===== src/rtl/wdog_pkg.sv =====
// Package: shared encodings and helpers for the supervision watchdog.
// Assumes the configuration code is two bits wide.
package wdog_pkg;

    // Configuration code that selects the low saturation ceiling.
    localparam logic [1:0] CFG_LOW_CEIL = 2'b01;

    typedef enum logic {
        WD_TIMEOUT = 1'b0,
        WD_WINDOW  = 1'b1
    } wd_mode_e;

    // Returns the fail-count ceiling for a configuration code.
    function automatic logic [1:0] fail_ceiling(input logic [1:0] cfg);
        return (cfg == CFG_LOW_CEIL) ? 2'b01 : 2'b10;
    endfunction

endpackage


===== src/rtl/wdog_period_timer.sv =====
// Period timer: counts cycles since the last service point and classifies
// triggers as good or failed services. Assumes BASE_TICKS >= 2 so that the
// closed half of the window is never empty.
module wdog_period_timer #(
    parameter int BASE_TICKS = 64,
    parameter int CNT_W      = $clog2(BASE_TICKS * 12 + 1)
) (
    input  logic       clk,
    input  logic       rst_n,
    input  logic       hold,
    input  logic       trig,
    input  logic [1:0] per_sel,
    input  logic       win_mode,
    output logic       good_evt,
    output logic       bad_evt
);
    import wdog_pkg::*;

    logic [CNT_W-1:0] cnt_q;
    logic [CNT_W-1:0] nominal;
    logic [CNT_W-1:0] len;
    logic [CNT_W-1:0] half;
    logic             in_closed;
    logic             expired;

    // Derive the nominal period, the stretched expiry length and the window split.
    always_comb begin
        nominal   = CNT_W'(BASE_TICKS) << per_sel;
        len       = nominal + (nominal >> 1);
        half      = len >> 1;
        in_closed = (wd_mode_e'(win_mode) == WD_WINDOW) && (cnt_q < half);
        expired   = (cnt_q >= len - CNT_W'(1));
    end

    // Classify this cycle's trigger, or the lack of one, as a service event.
    always_comb begin
        good_evt = !hold && trig && !in_closed;
        bad_evt  = !hold && ((trig && in_closed) || (!trig && expired));
    end

    // Advance the period counter; restart it on any event, on hold and on reset.
    always_ff @(posedge clk) begin
        if (!rst_n || hold || good_evt || bad_evt) begin
            cnt_q <= '0;
        end else begin
            cnt_q <= cnt_q + CNT_W'(1);
        end
    end

endmodule


===== src/rtl/wdog_fail_counter.sv =====
// Fail counter: a two-bit saturating count of failed services, cleared by a
// good service or while the watchdog is off. Assumes good and bad events are
// never high together.
module wdog_fail_counter (
    input  logic       clk,
    input  logic       rst_n,
    input  logic       off,
    input  logic       good_evt,
    input  logic       bad_evt,
    input  logic [1:0] cfg,
    output logic [1:0] count,
    output logic       at_ceiling
);
    import wdog_pkg::*;

    logic [1:0] ceiling;

    // Look up the ceiling for the current configuration.
    always_comb begin
        ceiling    = fail_ceiling(cfg);
        at_ceiling = (count >= ceiling);
    end

    // Clear on good service or when off; otherwise count failures up to the ceiling.
    always_ff @(posedge clk) begin
        if (!rst_n || off || good_evt) begin
            count <= 2'b00;
        end else if (bad_evt && !at_ceiling) begin
            count <= count + 2'b01;
        end
    end

endmodule


===== src/rtl/wdog_reset_pulse.sv =====
// Reset pulse generator: holds an active-low reset for RST_LEN cycles after
// each fire pulse. Assumes RST_LEN >= 1 and that fire is not raised while
// the pulse is active.
module wdog_reset_pulse #(
    parameter int RST_LEN = 16,
    parameter int LEN_W   = $clog2(RST_LEN + 1)
) (
    input  logic clk,
    input  logic rst_n,
    input  logic fire,
    output logic active,
    output logic rst_out_n
);
    logic [LEN_W-1:0] left_q;

    // Load the pulse length on fire and count it down to release.
    always_ff @(posedge clk) begin
        if (!rst_n) begin
            active <= 1'b0;
            left_q <= '0;
        end else if (fire) begin
            active <= 1'b1;
            left_q <= LEN_W'(RST_LEN - 1);
        end else if (active) begin
            if (left_q == '0) begin
                active <= 1'b0;
            end else begin
                left_q <= left_q - LEN_W'(1);
            end
        end
    end

    // Drive the reset output low while the pulse is active.
    always_comb rst_out_n = !active;

endmodule


===== src/rtl/wdog_supervisor.sv =====
// Top level: a supervision watchdog with time-out and window modes, a
// saturating fail counter, a reset pulse and one-cycle mode-change requests.
// Assumes the operating-mode inputs are already synchronous to clk.
module wdog_supervisor #(
    parameter int BASE_TICKS = 64,
    parameter int RST_LEN    = 16
) (
    input  logic       clk,
    input  logic       rst_n,
    input  logic       trig_i,
    input  logic [1:0] per_sel_i,
    input  logic       win_mode_i,
    input  logic [1:0] cfg_i,
    input  logic       stop_wd_off_i,
    input  logic       sleep_i,
    input  logic       failsafe_i,
    input  logic       failsafe_by_wd_i,
    output logic       wd_rst_n_o,
    output logic [1:0] fail_cnt_o,
    output logic       req_restart_o,
    output logic       req_failsafe_o
);
    logic wd_off;
    logic pulse_active;
    logic good_evt;
    logic bad_evt;
    logic at_ceiling;

    // The watchdog is off in stop-disabled, sleep, or a fail-safe not caused by it.
    always_comb wd_off = stop_wd_off_i || sleep_i || (failsafe_i && !failsafe_by_wd_i);

    wdog_period_timer #(
        .BASE_TICKS (BASE_TICKS)
    ) u_timer (
        .clk      (clk),
        .rst_n    (rst_n),
        .hold     (wd_off || pulse_active),
        .trig     (trig_i),
        .per_sel  (per_sel_i),
        .win_mode (win_mode_i),
        .good_evt (good_evt),
        .bad_evt  (bad_evt)
    );

    wdog_fail_counter u_fail (
        .clk        (clk),
        .rst_n      (rst_n),
        .off        (wd_off),
        .good_evt   (good_evt),
        .bad_evt    (bad_evt),
        .cfg        (cfg_i),
        .count      (fail_cnt_o),
        .at_ceiling (at_ceiling)
    );

    wdog_reset_pulse #(
        .RST_LEN (RST_LEN)
    ) u_pulse (
        .clk       (clk),
        .rst_n     (rst_n),
        .fire      (bad_evt),
        .active    (pulse_active),
        .rst_out_n (wd_rst_n_o)
    );

    // Register a one-cycle request, choosing fail-safe when already at the ceiling.
    always_ff @(posedge clk) begin
        if (!rst_n) begin
            req_restart_o  <= 1'b0;
            req_failsafe_o <= 1'b0;
        end else begin
            req_restart_o  <= bad_evt && !at_ceiling;
            req_failsafe_o <= bad_evt && at_ceiling;
        end
    end

endmodule


===== config.mk =====
export PLATFORM = sky130hd
export DESIGN_NAME = wdog_supervisor
export DESIGN_NICKNAME = d
export VERILOG_FILES = /design/src/rtl/wdog_pkg.sv /design/src/rtl/wdog_period_timer.sv /design/src/rtl/wdog_fail_counter.sv /design/src/rtl/wdog_reset_pulse.sv /design/src/rtl/wdog_supervisor.sv
export SDC_FILE = /design/constraint.sdc
export NUM_CORES = 1
export LEC_CHECK = 0
export BUFFER_PORTS_ARGS = -buffer_cell sky130_fd_sc_hd__clkbuf_2
export CAP_MARGIN = 5
export CELL_PAD_IN_SITES_DETAIL_PLACEMENT = 1
export CELL_PAD_IN_SITES_GLOBAL_PLACEMENT = 1
export CORE_AREA = 5 5 64 66
export DETAILED_ROUTE_END_ITERATION = 8
export DIE_AREA = 0 0 69 71
export PLACE_DENSITY_LB_ADDON = 0.1
export SYNTH_ARGS = -nofsm -noshare
export SYNTH_HDL_FRONTEND = slang
export SYNTH_SLANG_ARGS = --single-unit

===== constraint.sdc =====
create_clock -name clk -period 2.9 [get_ports clk]
set_input_delay 0.29 -clock clk [delete_from_list [all_inputs] [get_ports clk]]
set_output_delay 0.29 -clock clk [all_outputs]
set_load 0.05 [all_outputs]

* After elaboration in Yosys (flattened, before gate mapping)
Cells that the tools add are included.
Widths: inputs -> output; s select.
** Word-level totals
- Register bits after elaboration :: 20
- Output and inout port bits :: 5
- Logic and storage cells :: 57
** Cells by class
- Eq/ne operators :: 2
- Muxes and demuxes :: 7
- Shift-type cells :: 1
- Bitwise logic cells :: 2
- Reduce and logical (&&, ||, !) cells :: 30
- Order comparisons :: 3
- $add $sub $neg :: 5
** Operators by type and width (count)
- $mux 4 :: 3
- $add 10x1->10 const B :: 1
- $add 10x9->10 :: 1
- $ge 10x10->1 :: 1
- $lt 10x9->1 :: 1
- $shl 7x2->10 const A :: 1
- $sub 10x1->10 const B :: 1
- $logic_and 1x1->1 :: 9
- $logic_or 1x1->1 :: 9
- $logic_not 1->1 :: 7
- $logic_not 5->1 :: 1
- $sub 5x1->5 const B :: 1
- $reduce_and 2->1 :: 2
- $mux 1 :: 3
- $add 2x1->2 const B :: 1
- $eq 2x1->1 const B :: 1
- $ge 2x2->1 :: 1
- $mux 2 :: 1
- $ne 2x2->1 const B :: 1
- $not 1->1 :: 2
- $reduce_bool 2->1 :: 1
- $reduce_or 2->1 :: 1

* Logic depth before layout (Yosys ltp)
Gate-level depths: netlist of the first run.
- Word-level depth :: 9
- Mapped depth :: 14
- Mapped depth without buffers :: 13

* By module
From an unflattened synthesis of the first run, not the netlist that was laid out.
** Second synthesis, totals
- Cells, all modules :: 144
- Area total of the unflattened synthesis :: 1293.7 um^2
** By module, submodules not included
- wdog_period_timer :: times used 1, sequential area each 200.2 um^2, area an instance 758.2 um^2, cells an instance 88
- wdog_reset_pulse :: times used 1, sequential area each 120.1 um^2, area an instance 336.6 um^2, cells an instance 35
- wdog_fail_counter :: times used 1, sequential area each 40.0 um^2, area an instance 113.9 um^2, cells an instance 11
- wdog_supervisor :: times used 1, sequential area each 40.0 um^2, area an instance 85.1 um^2, cells an instance 10

* Least setup slack after synthesis of the first run
Ideal clock, no wire load.
- Kind :: input-to-reg
- Start :: input per_sel_i[0]
- End :: register u_fail.count[1]
- Stages on the path :: 13
- Arrival time :: 2257 ps
- Slack :: 529 ps
- Data required time :: 2785 ps
- Cells stage by stage :: inv_1 > ha_1 > ha_1 > nand2_1 > nand3b_1 > o21ai_0 > xnor2_1 > ha_1 > o211ai_1 > o211a_1 > or2_2 > o211a_1 > o21a_1
** Between the ends
- Word-level cells in the longest chain between the ends :: 8
- Elaborated cells between the ends (all ways) :: 14
- Classes of those cells :: add/sub: 2; order compare: 2; shift: 1; reduce/logical: 9
** RTL lines
- from (decl) :: RTL line wdog_supervisor.sv:11 : input logic [1:0] per_sel_i,
- $shl 7x2->10 * :: RTL line wdog_period_timer.sv:28 : nominal = CNT_W'(BASE_TICKS) << per_sel;
- $add 10x9->10 * :: RTL line wdog_period_timer.sv:29 : len = nominal + (nominal >> 1);
- $sub 10x1->10 or $lt 10x9->1 (tied branches) :: RTL line wdog_period_timer.sv:32, wdog_period_timer.sv:31
- $ge 10x10->1 or $logic_and 1x1->1 (tied branches) :: RTL line wdog_period_timer.sv:32, wdog_period_timer.sv:31
- $logic_and 1x1->1 :: RTL line wdog_period_timer.sv:38 : bad_evt = !hold && ((trig && in_closed) || (!trig && expired));
- $logic_or 1x1->1 :: RTL line wdog_period_timer.sv:38
- $logic_and 1x1->1 :: RTL line wdog_period_timer.sv:38
- $logic_and 1x1->1 :: RTL line wdog_fail_counter.sv:28 : end else if (bad_evt && !at_ceiling) begin
- to (signal assigned) :: RTL line wdog_fail_counter.sv:29 : count <= count + 2'b01;
- to (decl) :: RTL line wdog_fail_counter.sv:11 : output logic [1:0] count,
Every way passes the cells marked *; elsewhere a longest branch is shown, timed or not.
A chain may end at the register's enable or synchronous reset.

* Worst setup path after layout of the first run
- Start :: input per_sel_i[0]
- End :: register u_fail.count[0]
The elaborated chain is that of the path after synthesis.

==> flow_metrics.tcl, run 1 <==
set metrics [dict create \
    post_drt_wl_per_cell_um 12.67 \
    die-height_um 71 \
    routed_wirelength_mm 2.611 \
    synth_edf_count 0 \
    synth_warnings 0 \
    netlist_instances 141 \
    via_per_inst 5.000 \
    grt_pass1_vias 1130 \
    grt_use_total 0.1130 \
    worstSetupEndpointType "flop" \
    p_leak_nw 0.6267 \
    drt_iter0_markers 33 \
    timing.hold.ws_ns 0.3254 \
    worst_pin_slew_ns 0.4177 \
    diodes 0 \
    cts_buffers 3 \
    ctsHoldBuffers 0 \
    antenna_found_initial 0 \
    fin_setup_tns_ns 0 \
    grt_max_degree 13 \
    synth.area.top_cells "dfxtp_1 (31%), ha_1 (18%), inv_1 (5.5%), xnor2_1 (4.7%), nor3_1 (4.6%)" \
    cap_viol_max_count 0 \
    row_count 22 \
    drive_gt1_frac 0.1709 \
    nFillCells 452 \
    hold_viol 0 \
    total_power_uw 480.7 \
    synth_top_area_share 0.3068 \
    r2r_slack_ns 0.83 \
    syn-num-nets 172 \
    drv_slew 0 \
    cp.arrival_ns 2.57 \
    internal_power_uw 359.2 \
    swShare 0.2526 \
    ant_nets 0 \
    initial_core_util 0.3704 \
    fin_nets 191 \
    clkSinkCount 20 \
    cp-endpoint "u_fail.count[0]$_SDFFE_PP0P_" \
    hpwl_mm 2.279 \
    cp_max_fo 3 \
    netlist_area_um2 1305 \
    critPathKind "in -> reg" \
    seq_area_frac_synth 0.3068 \
    fmax_ghz 0.4183 \
    grt_pass1_wl_mm 4.754 \
    setup_violations 0 \
    rr_worst_depth 6 \
    cts_setup_buffers 0 \
    p_clk_frac 0.252 \
    reg2reg_to "u_pulse.left_q[4]$_SDFFE_PP0P_" \
    worstSetupStartpoint "per_sel_i[0]" \
    fin_crit_ns 2.391 \
    synth-seq-cells 20 \
    power_density_nw_per_um2 331.2 \
    synth_common_cells "dfxtp_1 (20), ha_1 (19), inv_1 (19), nor3_1 (12)" \
    cts-root-buf "clkbuf_4" \
    hold_class "in -> reg" \
    reg2reg_from "u_timer.cnt_q[0]$_SDFF_PP0_" \
    die_area_um2 4899 \
    cts_resized 0 \
    final_cell_count_no_fill 206 \
    worstPathRequired_ns 3.08 \
    clock_latency_ns 0.28 \
    coreArea_um2 3523 \
    place_congestion 0.8332 \
    ys.flop_type "dfxtp_1" \
    power_frac_seq 0.590 \
    yosys.area.top_type "dfxtp_1" \
    clockBufferDepth 2 \
    power_frac_comb 0.158 \
    ir_drop_v 0.0001319 \
    syn2layout_area_growth_pct 11.22 \
    clock_skew_ns 0.001156 \
    cts_tree "built" \
    path_clk_slew_ns 0.10 \
    min_period_over_period 0.8243 \
    die_x_um 69 \
    yosysMostFrequentCell "dfxtp_1" \
    synth_cell_type_count 38 \
    vias 1030 \
    htree_levels 1 \
    postLayoutCoreUtil 0.4119 \
    port_buffers 16 \
    async_flop_share 0 \
    rsz0062_at_grt "no" \
    slew_headroom 0.7206 \
    drc_errors 0 \
    placed_cells 203 \
    startpoint_type "input pin" \
    dr.pass1.iters 3 \
    syn_area_per_cell_um2 9.255 \
    io_pins 17 \
    overflow 0 \
    p_sw_uw 121.4 \
    status "finished, final reports clean" \
]
[how the worst min path moves through the flow]
stage,slack (ns),end,cells after the start,startpoint
2_1_floorplan,0.43,u_timer.cnt_q[0]$_SDFF_PP0_,1,u_timer.cnt_q[0]$_SDFF_PP0_
3_3_place_gp,0.45,u_timer.cnt_q[0]$_SDFF_PP0_,1,u_timer.cnt_q[0]$_SDFF_PP0_
3_5_place_dp,0.47,u_timer.cnt_q[0]$_SDFF_PP0_,1,u_timer.cnt_q[0]$_SDFF_PP0_
4_1_cts,0.32,u_pulse.left_q[1]$_SDFFE_PN0P_,2,rst_n
5_1_grt,0.34,u_pulse.left_q[2]$_SDFFE_PN0P_,2,rst_n
6_report,0.33,u_pulse.left_q[1]$_SDFFE_PN0P_,2,rst_n
[metrics by stage]
step,instance area [um^2],setup WS (ns)
finish,1451,0.5094
floorplan,1305,0.5289
CTS,1451,0.4893
detailed placement,1429,0.1734
global placement,1429,0.2820
global route,1451,0.3206
[layout by cell type, fill, tap and decap left out, drive strengths merged]
master / netlist / layout
dfxtp: 20 / 20
and3: 1 / 1
xnor2: 7 / 7
nor2b: 1 / 1
nand2b: 1 / 1
o221ai: 1 / 1
or4: 1 / 1
xor2: 5 / 5
or2: 2 / 2
and4: 1 / 1
nor3: 12 / 12
a2bb2oi: 1 / 1
o211a: 2 / 2
nor3b: 1 / 1
nand3: 4 / 4
o21ai: 2 / 2
a2111oi: 1 / 1
inv: 19 / 19
o211ai: 1 / 1
ha: 19 / 19
nand4: 2 / 2
nand2: 7 / 7
clkbuf: 0 / 19
o21a: 3 / 3
a211oi: 3 / 3
a21oi: 3 / 3
o41ai: 2 / 2
o31a: 1 / 1
a31o: 1 / 1
a21boi: 5 / 5
a21o: 1 / 1
nor2: 6 / 6
nand3b: 1 / 1
nor4: 2 / 2
[power groups by stage]
stage          combinational, mW  sequential [mW]  clock, mW
2_1_floorplan             0.0524            0.291          0
3_3_place_gp              0.0741            0.290          0
3_5_place_dp              0.0771            0.290          0
4_1_cts                   0.0778            0.284      0.129
5_1_grt                   0.0856            0.285      0.138
6_report                  0.0757            0.284      0.121
[routing by layer]
metal | up-vias | GRT usage | wire length (um)
met4 | 0 | 0.04989 | 65
li1 | 535 | - | -
met3 | 4 | 0.008523 | 39
met1 | 482 | 0.1371 | 1201
met5 | - | 0 | 0
met2 | 9 | 0.2034 | 1305
[registers in the layout, indices dropped and copies added (netlist names)]
signal          count
u_pulse.left_q      5
req_failsafe_o      1
req_restart_o       1
u_fail.count        2
u_pulse.active      1
u_timer.cnt_q      10
[critical path, cell delays in order]
cell      delay [ns]
clkbuf_2        0.10
inv_1           0.10
ha_1            0.21
ha_1            0.16
nand2_1         0.07
nand3b_1        0.08
o21ai_0         0.10
xnor2_1         0.14
ha_1            0.30
o211ai_1        0.08
o211a_1         0.25
or2_2           0.33
o211a_1         0.24
o21a_1          0.11
[final cells by class]
class,count,area (um^2),share of cell area
multi-input cells,100,817.0,0.5629
repair buffers,16,80.08,0.05517
flip-flops and latches,20,400.4,0.2759
inverters,19,71.32,0.04914
clock buffers,3,22.52,0.01552
well taps,48,60.06,0.04138
[cell families (layout without fill, tap and decap cells)]
kind of cell               count (synthesis)  count (layout)  share of synthesized area
and+or+nand+nor                           42              42                     0.1697
DFF                                       20              20                     0.3068
xor gates and xnor gates                  12              12                    0.08054
AOI/OAI and AO/OA                         27              27                     0.1937
buffers and inverters                     21              38                    0.06711
adders and majority gates                 19              19                     0.1822
No activity file was read; power rests on OpenSTA's default activity.
==> run 2, diff against run 1 <==
==> constraint.sdc (replaced) <==
create_clock -name clk -period 2.3 [get_ports clk]
set_input_delay 0.23 -clock clk [delete_from_list [all_inputs] [get_ports clk]]
set_output_delay 0.23 -clock clk [all_outputs]
set_load 0.05 [all_outputs]
==> flow_metrics.tcl, run 2 (synthesized netlist as in run 1, its figures left out) <==
set metrics [dict create \
    status "finished, final reports clean" \
    placed_cells 211 \
    cp.arrival_ns 2.37 \
    rsz0062_at_grt "no" \
    reg2reg_from "u_fail.count[0]$_SDFFE_PP0P_" \
    reg2reg_to "u_fail.count[1]$_SDFFE_PP0P_" \
    via_per_inst 4.921 \
    cts_buffers 3 \
    worstPathRequired_ns 2.53 \
    fin_nets 199 \
    clock_skew_ns 0.01013 \
    final_cell_count_no_fill 215 \
    grt_pass1_vias 1079 \
    critPathMaxStageDelay_ns 0.29 \
    total_power_uw 761.8 \
    initial_core_util 0.3704 \
    postLayoutCoreUtil 0.4425 \
    worst_pin_slew_ns 0.4492 \
    p_leak_nw 0.6797 \
    cp_max_fo 3 \
    dr.pass1.iters 2 \
    power_density_nw_per_um2 488.6 \
    swShare 0.2397 \
    die_x_um 69 \
    cap_viol_max_count 0 \
    cts-root-buf "clkbuf_4" \
    port_buffers 16 \
    die-height_um 71 \
    routed_wirelength_mm 2.806 \
    timing.hold.ws_ns 0.2590 \
    antenna_found_initial 0 \
    ir_drop_v 0.0004062 \
    io_pins 17 \
    cp-endpoint "u_fail.count[1]$_SDFFE_PP0P_" \
    worstSetupStartpoint "per_sel_i[0]" \
    layout_common_cells "dfxtp_1 (20), inv_1 (18), ha_1 (18), clkbuf_2 (16), nor3_1 (12)" \
    drc_errors 0 \
    clock_latency_ns 0.31 \
    ctsHoldBuffers 0 \
    slowest_stage "ha_1" \
    reg_top3 "u_timer.cnt_q: 10 flops, u_pulse.left_q: 5 flops, u_fail.count: 2 flops" \
    slew_headroom 0.7005 \
    r2r_slack_ns 0.43 \
    fin_crit_ns 2.143 \
    die_area_um2 4899 \
    internal_power_uw 579.2 \
    fmax_ghz 0.4665 \
    final_common_cell "dfxtp_1" \
    drt_iter0_markers 28 \
    hold_viol 0 \
    power_frac_comb 0.146 \
    hpwl_mm 2.339 \
    grt_pass1_wl_mm 4.919 \
    drive_gt1_frac 0.2335 \
    p_clk_frac 0.384 \
    nFillCells 441 \
    largest_reg_flops 10 \
    cts_setup_buffers 0 \
    setup_violations 0 \
    power_frac_seq 0.470 \
    worstSetupEndpointType "flop" \
    p_sw_uw 182.6 \
    min_period_over_period 0.9319 \
    post_drt_wl_per_cell_um 13.05 \
    place_congestion 0.7448 \
    place_area_um2 1494 \
    clockBufferDepth 2 \
    hold_class "in -> reg" \
    largest-register "u_timer.cnt_q" \
    overflow 0 \
    syn2layout_area_growth_pct 19.46 \
    rr_worst_depth 7 \
    ant_nets 0 \
    fin_area_um2 1559 \
    diodes 0 \
    startpoint_type "input pin" \
    vias 1058 \
    coreArea_um2 3523 \
    grt_max_degree 13 \
    grt_use_total 0.1212 \
    htree_levels 1 \
    critPathKind "in -> reg" \
    path_cells "clkbuf_2 > inv_2 > ha_2 > ha_1 > nand2_1 > nand3b_1 > o21ai_0 > xnor2_1 > ha_1 > o211ai_1 > o211a_1 > or2_4 > o211a_1 > o21a_1" \
    path_clk_slew_ns 0.12 \
    row_count 22 \
    clkSinkCount 20 \
    cts_tree "built" \
    drv_slew 0 \
]
## run 2: cell count changes in the layout (fill, tap and decap cells not counted), sizes merged
| cell | before | now |
|---|---|---|
| buf | 0 | 8 |
| bufinv | 0 | 1 |
## run 2: what timing repair did
item | CTS | global route
hold endpoints to repair | 0 | 0
endpoints found under the setup margin | 0 | 18
resized for setup | 0 | 3
## run 2: worst max-delay path, delay by kind of cell
kind	cells	cell delay (ns)
simple gates	3	0.41
fa+ha+maj	3	0.64
buf+inv	2	0.18
xor+xnor	1	0.14
compound gates	5	0.76
## run 2: how the worst min path moves through the flow
stage | to | cells past startpoint | start
after detailed placement | u_timer.cnt_q[0]$_SDFF_PP0_ | 1 | u_timer.cnt_q[0]$_SDFF_PP0_
after global placement | u_timer.cnt_q[0]$_SDFF_PP0_ | 1 | u_timer.cnt_q[0]$_SDFF_PP0_
after global routing | u_pulse.left_q[1]$_SDFFE_PN0P_ | 2 | rst_n
final | u_pulse.left_q[0]$_SDFFE_PN0P_ | 2 | rst_n
after floorplan | u_pulse.active$_SDFF_PN0_ | 1 | rst_n
after CTS | u_pulse.left_q[0]$_SDFFE_PN0P_ | 2 | rst_n
## run 2: per-stage QoR
stage / setup TNS [ns] / setup slack (ns)
detailed placement: -4.610 / -0.2588
floorplan: 0 / 0.06138
global route: 0 / 0.04868
global placement: -2.457 / -0.1509
CTS: 0 / 0.07602
finish: 0 / 0.1566
## run 2: cell type report
type / count / area, um^2 / area share
flip-flops and latches: 20 / 400.4 / 0.2568
clock inverters: 1 / 30.03 / 0.01926
repair buffers: 24 / 140.1 / 0.08989
well taps: 48 / 60.06 / 0.03852
clock buffers: 3 / 22.52 / 0.01445
inverters: 19 / 71.32 / 0.04575
multi-input cells: 100 / 834.6 / 0.5353
## run 2: power by group through the flow
stage          Sequential, mW  Combinational (mW)  Clock (mW)
2_1_floorplan           0.366              0.0675           0
3_3_place_gp            0.365               0.104           0
3_5_place_dp            0.366               0.110           0
4_1_cts                 0.358               0.111       0.301
5_1_grt                 0.359               0.126       0.327
6_report                0.358               0.111       0.293
## run 2: layer usage
| metal | vias up | GRT usage | wire [um] |
|---|---|---|---|
| met5 | - | 0 | 0 |
| met4 | 0 | 0.02603 | 23 |
| met3 | 6 | 0.04261 | 115 |
| met2 | 14 | 0.2235 | 1436 |
| met1 | 494 | 0.1335 | 1231 |
| li1 | 544 | - | - |
==> run 3, diff against run 2 <==
--- a/config.mk
+++ b/config.mk
@@ -5,13 +5,14 @@
 export SDC_FILE = /design/constraint.sdc
 export NUM_CORES = 1
 export LEC_CHECK = 0
+export ABC_AREA = 1
 export BUFFER_PORTS_ARGS = -buffer_cell sky130_fd_sc_hd__clkbuf_2
 export CAP_MARGIN = 5
 export CELL_PAD_IN_SITES_DETAIL_PLACEMENT = 1
 export CELL_PAD_IN_SITES_GLOBAL_PLACEMENT = 1
-export CORE_AREA = 5 5 64 66
+export CORE_AREA = 5 5 66 68
 export DETAILED_ROUTE_END_ITERATION = 8
-export DIE_AREA = 0 0 69 71
+export DIE_AREA = 0 0 71 73
 export PLACE_DENSITY_LB_ADDON = 0.1
 export SYNTH_ARGS = -nofsm -noshare
 export SYNTH_HDL_FRONTEND = slang
==> flow_metrics.tcl, run 3 <==
set metrics [dict create \
    dr.pass1.iters 4 \
    overflow 0 \
    yosysMostFrequentCell "nand2_1" \
    largest-register "u_timer.cnt_q" \
    power_density_nw_per_um2 491.8 \
    placed_cells 250 \
    cts_setup_buffers 0 \
    cp_max_fo 10 \
    synth.area.top_cells "dfxtp_1 (29%), ha_1 (17%), nand2_1 (9.1%), inv_1 (8.0%), nor2_1 (4.0%)" \
    drive_gt1_frac 0.2892 \
    r2r_slack_ns 0.62 \
    ant_nets 0 \
    cts_tree "built" \
    cts-root-buf "clkbuf_8" \
    die_x_um 71 \
    setup_violations 0 \
    slew_headroom 0.7071 \
    routed_wirelength_mm 2.859 \
    syn2layout_area_growth_pct 18.55 \
    clkSinkCount 20 \
    post_drt_wl_per_cell_um 11.26 \
    seq_area_frac_synth 0.2855 \
    coreArea_um2 3799 \
    synth-seq-cells 20 \
    clockBufferDepth 2 \
    final_cell_count_no_fill 254 \
    final_common_cell "nand2_1" \
    die-height_um 73 \
    synth_common_cells "nand2_1 (34), inv_1 (30), dfxtp_1 (20), ha_1 (19), nor2_1 (15)" \
    syn-num-nets 210 \
    ctsHoldBuffers 0 \
    startpoint_type "input pin" \
    drv_slew 0 \
    postLayoutCoreUtil 0.4377 \
    yosys.area.top_type "dfxtp_1" \
    largest_reg_flops 10 \
    async_flop_share 0 \
    drt_iter0_markers 25 \
    worstSetupStartpoint "per_sel_i[0]" \
    rsz0062_at_grt "no" \
    place_congestion 0.7624 \
    reg2reg_to "req_restart_o$_SDFF_PN0_" \
    nFillCells 505 \
    grt_max_degree 13 \
    fmax_ghz 0.4737 \
    fin_nets 236 \
    die_area_um2 5183 \
    synth_top_area_share 0.2855 \
    ys.flop_type "dfxtp_1" \
    clock_skew_ns 0.003969 \
    path_clk_slew_ns 0.08 \
    hold_viol 0 \
    grt_pass1_wl_mm 5.216 \
    cp.arrival_ns 2.30 \
    via_per_inst 4.575 \
    vias 1162 \
    synth_warnings 0 \
    row_count 23 \
    clock_latency_ns 0.26 \
    p_leak_nw 0.7811 \
    status "finished, final reports clean" \
    fin_crit_ns 2.111 \
    reg2reg_from "u_timer.cnt_q[9]$_SDFF_PP0_" \
    cts_resized 0 \
    cts_buffers 3 \
    port_buffers 16 \
    grt_use_total 0.1227 \
    min_period_over_period 0.9178 \
    worstPathRequired_ns 2.49 \
    netlist_instances 179 \
    worst_pin_slew_ns 0.4348 \
    syn_area_per_cell_um2 7.836 \
    antenna_found_initial 0 \
    hold_class "in -> reg" \
    drc_errors 0 \
    cp-endpoint "u_timer.cnt_q[2]$_SDFF_PP0_" \
    ir_drop_v 0.0002532 \
    diodes 0 \
    layout_common_cells "nand2_1 (34), inv_1 (30), dfxtp_1 (20), ha_1 (19), clkbuf_2 (16)" \
    htree_levels 1 \
    synth_cell_type_count 31 \
    io_pins 17 \
    cap_viol_max_count 0 \
    worstSetupEndpointType "flop" \
    grt_pass1_vias 1257 \
    rr_worst_depth 9 \
    synth_edf_count 0 \
    reg_top3 "u_timer.cnt_q: 10 flops, u_pulse.left_q: 5 flops, u_fail.count: 2 flops" \
    critPathKind "in -> reg" \
    initial_core_util 0.3692 \
    netlist_area_um2 1403 \
    hpwl_mm 2.527 \
]
==> run 3: critical path, cell delays in order <==
cell      delay (ns)
clkbuf_2        0.11
inv_1           0.07
ha_1            0.22
ha_1            0.18
nand2_1         0.07
o21ai_0         0.07
o21ai_0         0.09
xor2_1          0.18
ha_1            0.26
nand2_1         0.07
nand2_1         0.06
a21oi_2         0.12
nand2_2         0.07
nand2_4         0.09
nand2_4         0.08
nor2_8          0.12
nand2_8         0.10
nor3_2          0.11
==> run 3: worst min path at each step <==
stage	start	to	slack, ns	cells after the start
floorplan	rst_n	u_pulse.left_q[4]$_SDFFE_PP0P_	0.38	2
global placement	u_timer.cnt_q[0]$_SDFF_PP0_	u_timer.cnt_q[0]$_SDFF_PP0_	0.44	1
detailed placement	u_timer.cnt_q[0]$_SDFF_PP0_	u_timer.cnt_q[0]$_SDFF_PP0_	0.45	1
CTS	rst_n	u_pulse.left_q[4]$_SDFFE_PP0P_	0.24	3
global route	rst_n	u_pulse.left_q[4]$_SDFFE_PP0P_	0.24	3
finish	rst_n	u_pulse.left_q[4]$_SDFFE_PP0P_	0.25	3
==> run 3: area by class of cell <==
class | instances | area [um^2] | area share
Clock buffer | 3 | 41.29 | 0.02483
Clock inverter | 1 | 30.03 | 0.01806
Inverter | 33 | 123.9 | 0.07449
Multi-Input combinational cell | 126 | 887.1 | 0.5335
Sequential cell | 20 | 400.4 | 0.2408
Tap cell | 50 | 62.56 | 0.03762
Timing Repair Buffer | 21 | 117.6 | 0.07073
==> run 3: stage by stage <==
stage / instance area [um^2] / TNS, ns / hold WS, ns / power [mW] / setup slack (ns)
floorplan: 1403 / 0 / 0.3780 / 0.4351 / 0.1906
global placement: 1583 / -0.06460 / 0.4398 / 0.4663 / -0.01521
detailed placement: 1583 / -1.128 / 0.4539 / 0.4725 / -0.1059
CTS: 1654 / 0 / 0.2379 / 0.8312 / 0.1559
global route: 1663 / 0 / 0.2394 / 0.8615 / 0.01495
finish: 1663 / 0 / 0.2456 / 0.8178 / 0.1890
==> run 3: metal layers <==
layer / up-vias / routed length [um] / GRT usage
li1: 615 / - / -
met3: 2 / 118 / 0.02479
met2: 11 / 1527 / 0.2461
met1: 534 / 1199 / 0.1287
met4: 0 / 14 / 0.03132
met5: - / 0 / 0
==> run 3: cell families after synthesis <==
| family | synth area share |
|---|---|
| AND/OR/NAND/NOR | 0.3345 |
| buffers and inverters | 0.08831 |
| flip-flops | 0.2855 |
| AO/OA/AOI/OAI | 0.09098 |
| adder cells (fa/ha/maj) | 0.1695 |
| XOR/XNOR | 0.03122 |
==> run 3: where the power goes <==
part | total, mW | leakage [nW] | switching, mW | internal, mW
clock | 0.354 | 0.0357 | 0.122 | 0.232
sequential | 0.356 | 0.162 | 0.00447 | 0.351
combinational | 0.108 | 0.584 | 0.0651 | 0.0428
total | 0.818 | 0.781 | 0.192 | 0.626
